File: src/rtl/fsg_pkg.sv
package fsg_pkg;

   // Selects where the bit clock comes from
   typedef enum logic {
      SRC_INT = 1'b0,
      SRC_EXT = 1'b1
   } fsg_src_e;

   // Edge strobes handed to the shifter
   typedef struct packed {
      logic rise;
      logic fall;
   } fsg_edge_t;

endpackage

File: src/rtl/fsg_clk_src.sv
module fsg_clk_src
   import fsg_pkg::*;
#(
   parameter int SYNC_STAGES = 2
) (
   input  logic clk,
   input  logic rst_n,
   input  logic ext_clk_i,
   input  logic src_ext_i,
   input  logic bclk_cur_i,
   output logic lvl_next_o
);

   localparam int LAST = SYNC_STAGES - 1;

   generate
      if (SYNC_STAGES < 2) begin : g_bad_sync
         $error("fsg_clk_src: SYNC_STAGES must be at least 2");
      end
   endgenerate

   logic [SYNC_STAGES-1:0] sync_q;

   always_ff @(posedge clk or negedge rst_n) begin
      if (!rst_n) begin
         sync_q <= '0;
      end else begin
         sync_q <= {sync_q[SYNC_STAGES-2:0], ext_clk_i};
      end
   end

   fsg_src_e src_sel;
   assign src_sel = fsg_src_e'(src_ext_i);

   always_comb begin
      unique case (src_sel)
         SRC_EXT: lvl_next_o = sync_q[LAST];
         default: lvl_next_o = ~bclk_cur_i;
      endcase
   end

endmodule

File: src/rtl/fsg_bclk.sv
module fsg_bclk
   import fsg_pkg::*;
(
   input  logic      clk,
   input  logic      rst_n,
   input  logic      gen_en_i,
   input  logic      lvl_next_i,
   output logic      bclk_o,
   output fsg_edge_t edge_o
);

   logic bclk_q;
   logic rise_q;
   logic fall_q;
   logic lvl_gated;

   assign lvl_gated = gen_en_i & lvl_next_i;

   always_ff @(posedge clk or negedge rst_n) begin
      if (!rst_n) begin
         bclk_q <= 1'b0;
         rise_q <= 1'b0;
         fall_q <= 1'b0;
      end else begin
         bclk_q <= lvl_gated;
         rise_q <= lvl_gated & ~bclk_q;
         fall_q <= bclk_q & ~lvl_gated;
      end
   end

   assign bclk_o      = bclk_q;
   assign edge_o.rise = rise_q;
   assign edge_o.fall = fall_q;

   AST_BCLK_IDLE: assert property (@(posedge clk) disable iff (!rst_n)
      !gen_en_i |=> !bclk_q) else $error("bit clock runs while disabled");
   AST_EDGE_EXCL: assert property (@(posedge clk) disable iff (!rst_n)
      !(rise_q && fall_q)) else $error("rise and fall strobes together");
   AST_RISE_LEVEL: assert property (@(posedge clk) disable iff (!rst_n)
      rise_q |-> bclk_q) else $error("rise strobe with low bit clock");

endmodule

File: src/rtl/fsg_frame.sv
module fsg_frame #(
   parameter int CNT_W = 8
) (
   input  logic             clk,
   input  logic             rst_n,
   input  logic             run_i,
   input  logic             tick_i,
   input  logic [CNT_W-1:0] period_i,
   input  logic [CNT_W-1:0] width_i,
   output logic             active_o
);

   localparam logic [CNT_W-1:0] ONE = {{(CNT_W-1){1'b0}}, 1'b1};

   generate
      if (CNT_W < 2) begin : g_bad_width
         $error("fsg_frame: CNT_W must be at least 2");
      end
   endgenerate

   function automatic logic [CNT_W-1:0] clamp_width(input logic [CNT_W-1:0] per,
                                                    input logic [CNT_W-1:0] wid);
      if (per == '0)
         return '0;
      else if (wid >= per)
         return per - ONE;
      else
         return wid;
   endfunction

   logic             run_q;
   logic [CNT_W-1:0] per_q;
   logic [CNT_W-1:0] wid_q;
   logic [CNT_W-1:0] cnt_q;
   logic             act_q;
   logic             start;
   logic             wrap;

   assign start = run_i & ~run_q;
   assign wrap  = (cnt_q == per_q);

   always_ff @(posedge clk or negedge rst_n) begin
      if (!rst_n) begin
         run_q <= 1'b0;
         per_q <= '0;
         wid_q <= '0;
         cnt_q <= '0;
         act_q <= 1'b0;
      end else begin
         run_q <= run_i;
         if (!run_i) begin
            cnt_q <= '0;
            act_q <= 1'b0;
         end else if (start) begin
            per_q <= period_i;
            wid_q <= clamp_width(period_i, width_i);
            cnt_q <= '0;
            act_q <= 1'b0;
         end else if (tick_i) begin
            act_q <= (cnt_q <= wid_q);
            cnt_q <= wrap ? '0 : cnt_q + ONE;
         end
      end
   end

   assign active_o = act_q;

   AST_CNT_BOUND: assert property (@(posedge clk) disable iff (!rst_n)
      run_q |-> (cnt_q <= per_q)) else $error("frame count past period");
   AST_START_CLEAR: assert property (@(posedge clk) disable iff (!rst_n)
      (run_i && !run_q) |=> (cnt_q == '0 && !act_q)) else $error("frame not restarted");
   AST_WID_CLAMP: assert property (@(posedge clk) disable iff (!rst_n)
      (run_q && per_q != '0) |-> (wid_q < per_q)) else $error("width not clamped");
   AST_FIELD_HOLD: assert property (@(posedge clk) disable iff (!rst_n)
      (run_q && run_i) |=> ($stable(per_q) && $stable(wid_q))) else $error("fields changed");
   AST_IDLE_CLEAR: assert property (@(posedge clk) disable iff (!rst_n)
      !run_i |=> (!act_q && cnt_q == '0)) else $error("idle not cleared");
   AST_PULSE_ON_TICK: assert property (@(posedge clk) disable iff (!rst_n)
      (run_q && run_i && !tick_i) |=> $stable(act_q)) else $error("pulse moved without tick");

endmodule

File: src/rtl/frame_sync_gen.sv
module frame_sync_gen
   import fsg_pkg::*;
#(
   parameter int CNT_W       = 8,
   parameter int SYNC_STAGES = 2
) (
   input  logic             clk,
   input  logic             rst_n,
   input  logic             ext_clk_i,
   input  logic             src_ext_i,
   input  logic             gen_en_i,
   input  logic             fs_en_i,
   input  logic             fs_act_low_i,
   input  logic [CNT_W-1:0] period_i,
   input  logic [CNT_W-1:0] width_i,
   output logic             bclk_o,
   output logic             bclk_rise_o,
   output logic             bclk_fall_o,
   output logic             fsync_o
);

   logic      lvl_next;
   logic      bclk_int;
   fsg_edge_t edges;
   logic      fs_run;
   logic      pulse_act;

   fsg_clk_src #(
      .SYNC_STAGES(SYNC_STAGES)
   ) u_src (
      .clk        (clk),
      .rst_n      (rst_n),
      .ext_clk_i  (ext_clk_i),
      .src_ext_i  (src_ext_i),
      .bclk_cur_i (bclk_int),
      .lvl_next_o (lvl_next)
   );

   fsg_bclk u_bclk (
      .clk        (clk),
      .rst_n      (rst_n),
      .gen_en_i   (gen_en_i),
      .lvl_next_i (lvl_next),
      .bclk_o     (bclk_int),
      .edge_o     (edges)
   );

   assign fs_run = gen_en_i & fs_en_i;

   fsg_frame #(
      .CNT_W(CNT_W)
   ) u_frame (
      .clk      (clk),
      .rst_n    (rst_n),
      .run_i    (fs_run),
      .tick_i   (edges.rise),
      .period_i (period_i),
      .width_i  (width_i),
      .active_o (pulse_act)
   );

   assign bclk_o      = bclk_int;
   assign bclk_rise_o = edges.rise;
   assign bclk_fall_o = edges.fall;
   assign fsync_o     = pulse_act ^ fs_act_low_i;

   AST_INT_TOGGLE: assert property (@(posedge clk) disable iff (!rst_n)
      (gen_en_i && !src_ext_i) |=> (bclk_int != $past(bclk_int))) else $error("no toggle");
   AST_NO_PULSE_IDLE: assert property (@(posedge clk) disable iff (!rst_n)
      !fs_run |=> (fsync_o == fs_act_low_i)) else $error("pulse while frame disabled");

endmodule

File: config.mk
export PLATFORM = sky130hd
export DESIGN_NAME = frame_sync_gen
export DESIGN_NICKNAME = d
export VERILOG_FILES = /design/src/rtl/fsg_pkg.sv /design/src/rtl/fsg_clk_src.sv /design/src/rtl/fsg_bclk.sv /design/src/rtl/fsg_frame.sv /design/src/rtl/frame_sync_gen.sv
export SDC_FILE = /design/constraint.sdc
export NUM_CORES = 1
export LEC_CHECK = 0
export BUFFER_PORTS_ARGS = -buffer_cell sky130_fd_sc_hd__buf_2
export CORE_MARGIN = 1.5
export CORE_UTILIZATION = 57
export DETAILED_ROUTE_END_ITERATION = 10
export GPL_ROUTABILITY_DRIVEN = 1
export PLACE_DENSITY = 0.88
export SLEW_MARGIN = 25
export SYNTH_ARGS = -nofsm -noshare
export SYNTH_HDL_FRONTEND = slang
export SYNTH_HIERARCHICAL = 1
export SYNTH_SLANG_ARGS = --single-unit
File: constraint.sdc
create_clock -name clk -period 2.3 [get_ports clk]
set_clock_uncertainty 0.1 [all_clocks]
set_input_delay 0.115 -clock clk [delete_from_list [all_inputs] [get_ports clk]]
set_output_delay 0.115 -clock clk [all_outputs]
set_load 0.01 [all_outputs]
==> results by group <==
Finish
  – Final instance area: 2320 um^2
  – Final-stage net count: 289
  – Area growth from synthesis to layout: 18.9%
  – Fraction of layout cells with a size suffix above 1: 18.5%
  – Ant. Diodes: 0

Timing
  – Slew @ Worst Pin: 0.664 ns
  – Max Freq: 0.456 GHz
  – Rel. slew slack: 55.7%
  – Pins Over Slew Limit: 0
  – Tcrit/Tclk final: 95.3%
  – RSZ-0062 raised after global routing: no
  – Setup_tns: 0 ns
  – Final setup fails: 0
  – Worst setup margin: 0.107 ns
  – Hold Fails Final Rpt: 0
  – Tmin final: 2.19 ns

Yosys
  – Post-synthesis simple-gate area fraction: 15.6%
  – Syn nets: 247
  – Mapped Cells: 205
  – Post-synth top area share: 39.7%
  – Async SR Flop Fraction: 100%
  – Top-count cell post-synth: dfrtp_1
  – Synth top cells by count: dfrtp_1 (31), nand2_1 (27), ha_1 (19), inv_1 (19), o21ai_0 (17)
  – Yosys reg bits: 31
  – Adder-cell share of the synthesized area: 12.2%
  – Post-synth EDFFs: 0
  – Synth Area in Compound Gates: 17.3%
  – Cell Area, Synth: 1960 um^2
  – Post-synthesis cell type count: 38
  – Xor-xnor portion of the synthesized cell area: 6.72%
  – Top cells by area, synth: dfrtp_1 (40%), ha_1 (12%), nand2_1 (5.2%), xor2_1 (4.5%), o21ai_0 (4.4%)
  – Post-synth top flop: dfrtp_1
  – Largest family of logic cells by synthesized area: compound AO/OA/AOI/OAI gates
  – Yosys top cell by area: dfrtp_1
  – Mux cell area share after synthesis: 3.58%
  – Yosys warnings: 6
  – Register area share after synthesis: 39.7%
  – Mean cell area of the mapped netlist: 9.54 um^2

Critical path
  – Worst path required time: 2.42 ns
  – Crit path kind: primary input to register
  – CP endpoint kind: register
  – Critical path fanouts, max: 5
  – Startpoint Class: primary input
  – CP arrival: 2.31 ns

Status
  – Status: completed

Die
  – Row cnt: 21
  – Floorplan die width: 61.6 um
  – Core Area: 3310 um^2
  – Die Area: 3790 um^2
  – Top Ports: 27
  – Initial core utilization: 59.1%
  – Die height: 61.6 um

Clock network
  – Clock transition at path regs: 0.10 ns
  – CTS max path bufs: 2
  – Root Driver: clkbuf_4
  – CTS Sinks: 31
  – CTS tree: built
  – Worst-skew pair later-pin latency: 0.34 ns
  – TritonCTS Buffers: 5
  – Post_cts resized: 0
  – Post-CTS Setup Bufs: 0
  – H-tree depth: 2

Placed design
  – # port buffers: 26
  – DPL Wire Length: 3280 um
  – Post-Place Setup Slack: 0.232 ns
  – Final Wtd Congestion: 0.863
  – DP Area: 2140 um^2

Routing
  – DR WL/cell: 15.0 um
  – Vias/cell: 5.70
  – Wirelength, routed: 4400 um
  – Antenna Violating Nets Remaining: 0
  – DRT iter0 DRCs: 91
  – Detailed Routing Iterations Pass 1: 4
  – Via count: 1675
  – DRC: 0

Power and ir drop
  – Pleak: 1.18 nW
  – Final Total Pwr: 1.31 mW
  – Max VDD drop: 394 uV
  – Power Dens Cells: 563 nW/um^2

GRT
  – Initial antenna violation count: 0
  – Largest net degree at the start of global routing: 32
  – Total global-route track usage: 25.5%
  – First-pass GRT wire length: 6980 um
  – Number of global-route vias before repair: 1607
  – Total grt overflow: 0

Flow run
  – Max Cap Viol: 0

Worst hold path
  – Min-Delay Path Class: primary input to register
==> state kept, by name (all words and copies together) (netlist names) <==
name              cells
u_frame/cnt_q         8
u_frame/run_q         1
u_frame/per_q         8
u_bclk/rise_q         1
u_bclk/fall_q         1
u_frame/wid_q         8
u_frame/active_o      1
u_src/sync_q          2
u_bclk/bclk_o         1
==> layer usage <==
metal | up-vias | wire, um | global-route usage [%]
li1 | 806 | - | -
met1 | 783 | 1870 | 30.6
met5 | - | 0 | 0
met4 | 0 | 157 | 12.5
met3 | 14 | 192 | 5.46
met2 | 72 | 2180 | 43.3
==> placed cells by master (no fill, tap or decap), types with 2 or more instances in the layout <==
cell           Yosys  layout
a22o_1             2       2
nand2_1           27      27
dlygate4sd3_1      0      10
and2_1             3       3
buf_4              2       3
xnor2_1            5       5
a211oi_1           3       3
inv_1             19      19
nand2b_1           2       2
nand3_1            5       5
clkbuf_4           0       5
a21oi_1            3       3
nor2_1             6       6
nor4_1             2       2
o21ai_1            8       8
clkbuf_8           0       2
ha_1              19      19
a21o_1             5       5
o21ai_0           17      17
or3_1              2       2
nor3_1             4       4
dfrtp_1           31      31
mux2i_1            7       7
nand4_1            4       4
nor4_2             2       2
xor2_1            10      10
buf_2              0      26
==> power by group <==
group,switching [mW],internal [mW],total (mW)
registers,0.0345,0.599,0.634
clock network,0.188,0.178,0.367
logic,0.170,0.138,0.308
total,0.393,0.915,1.31
==> final cells by class <==
class / count / area, um^2
multi-input cells: 151 / 1090
fillers: 273 / 986
clock buffers: 7 / 65.1
well taps: 46 / 57.6
flip-flops and latches: 31 / 776
inverters: 19 / 71.3
clock inverters: 1 / 7.51
repair buffers: 39 / 253
==> metrics by stage <==
step	std cells	hold slack (ns)	utilization (%)
finish	294	0.0175	70.2
global route	294	0.0454	70.2
CTS	293	0.00375	69.8
detailed placement	275	0.0938	64.6
global placement	275	0.0866	64.6
floorplan	205	-0.281	-
==> path summary, 6_finish.rpt <==
| check | from | end | slack, ns | cells past startpoint |
|---|---|---|---|---|
| worst max-delay path | width_i[7] | u_frame/wid_q[5] | 0.11 | 8 |
| worst min-delay path | period_i[4] | u_frame/per_q[4] | 0.02 | 3 |
| worst max register to register | u_frame/cnt_q[2] | u_frame/cnt_q[6] | 0.38 | 6 |
| worst min register to register | u_src/sync_q[0] | u_src/sync_q[1] | 0.26 | 0 |
| max in group asynchronous | rst_n | u_frame/cnt_q[6] | 1.43 | 2 |
| min in group asynchronous | rst_n | u_bclk/rise_q | 0.23 | 2 |
==> critical path, stage by stage <==
cell           delay (ns)
dlygate4sd3_1        0.54
buf_2                0.13
ha_1                 0.31
nand3_1              0.09
or3_1                0.46
o211ai_4             0.34
mux2i_1              0.25
o21ai_1              0.08
==> kinds of logic after synthesis <==
kind of cell               Yosys count
DFF                                 31
and+or+nand+nor                     61
buffers and inverters               24
adders and majority gates           19
AOI/OAI and AO/OA                   48
xor gates and xnor gates            15
muxes                                7
==> what timing repair did <==
action	4_1_cts	5_1_grt
endpoints found under the hold margin	42	0
hold buffers	10	0
endpoints found under the setup margin	0	2
(Power assumes the default switching activity.)
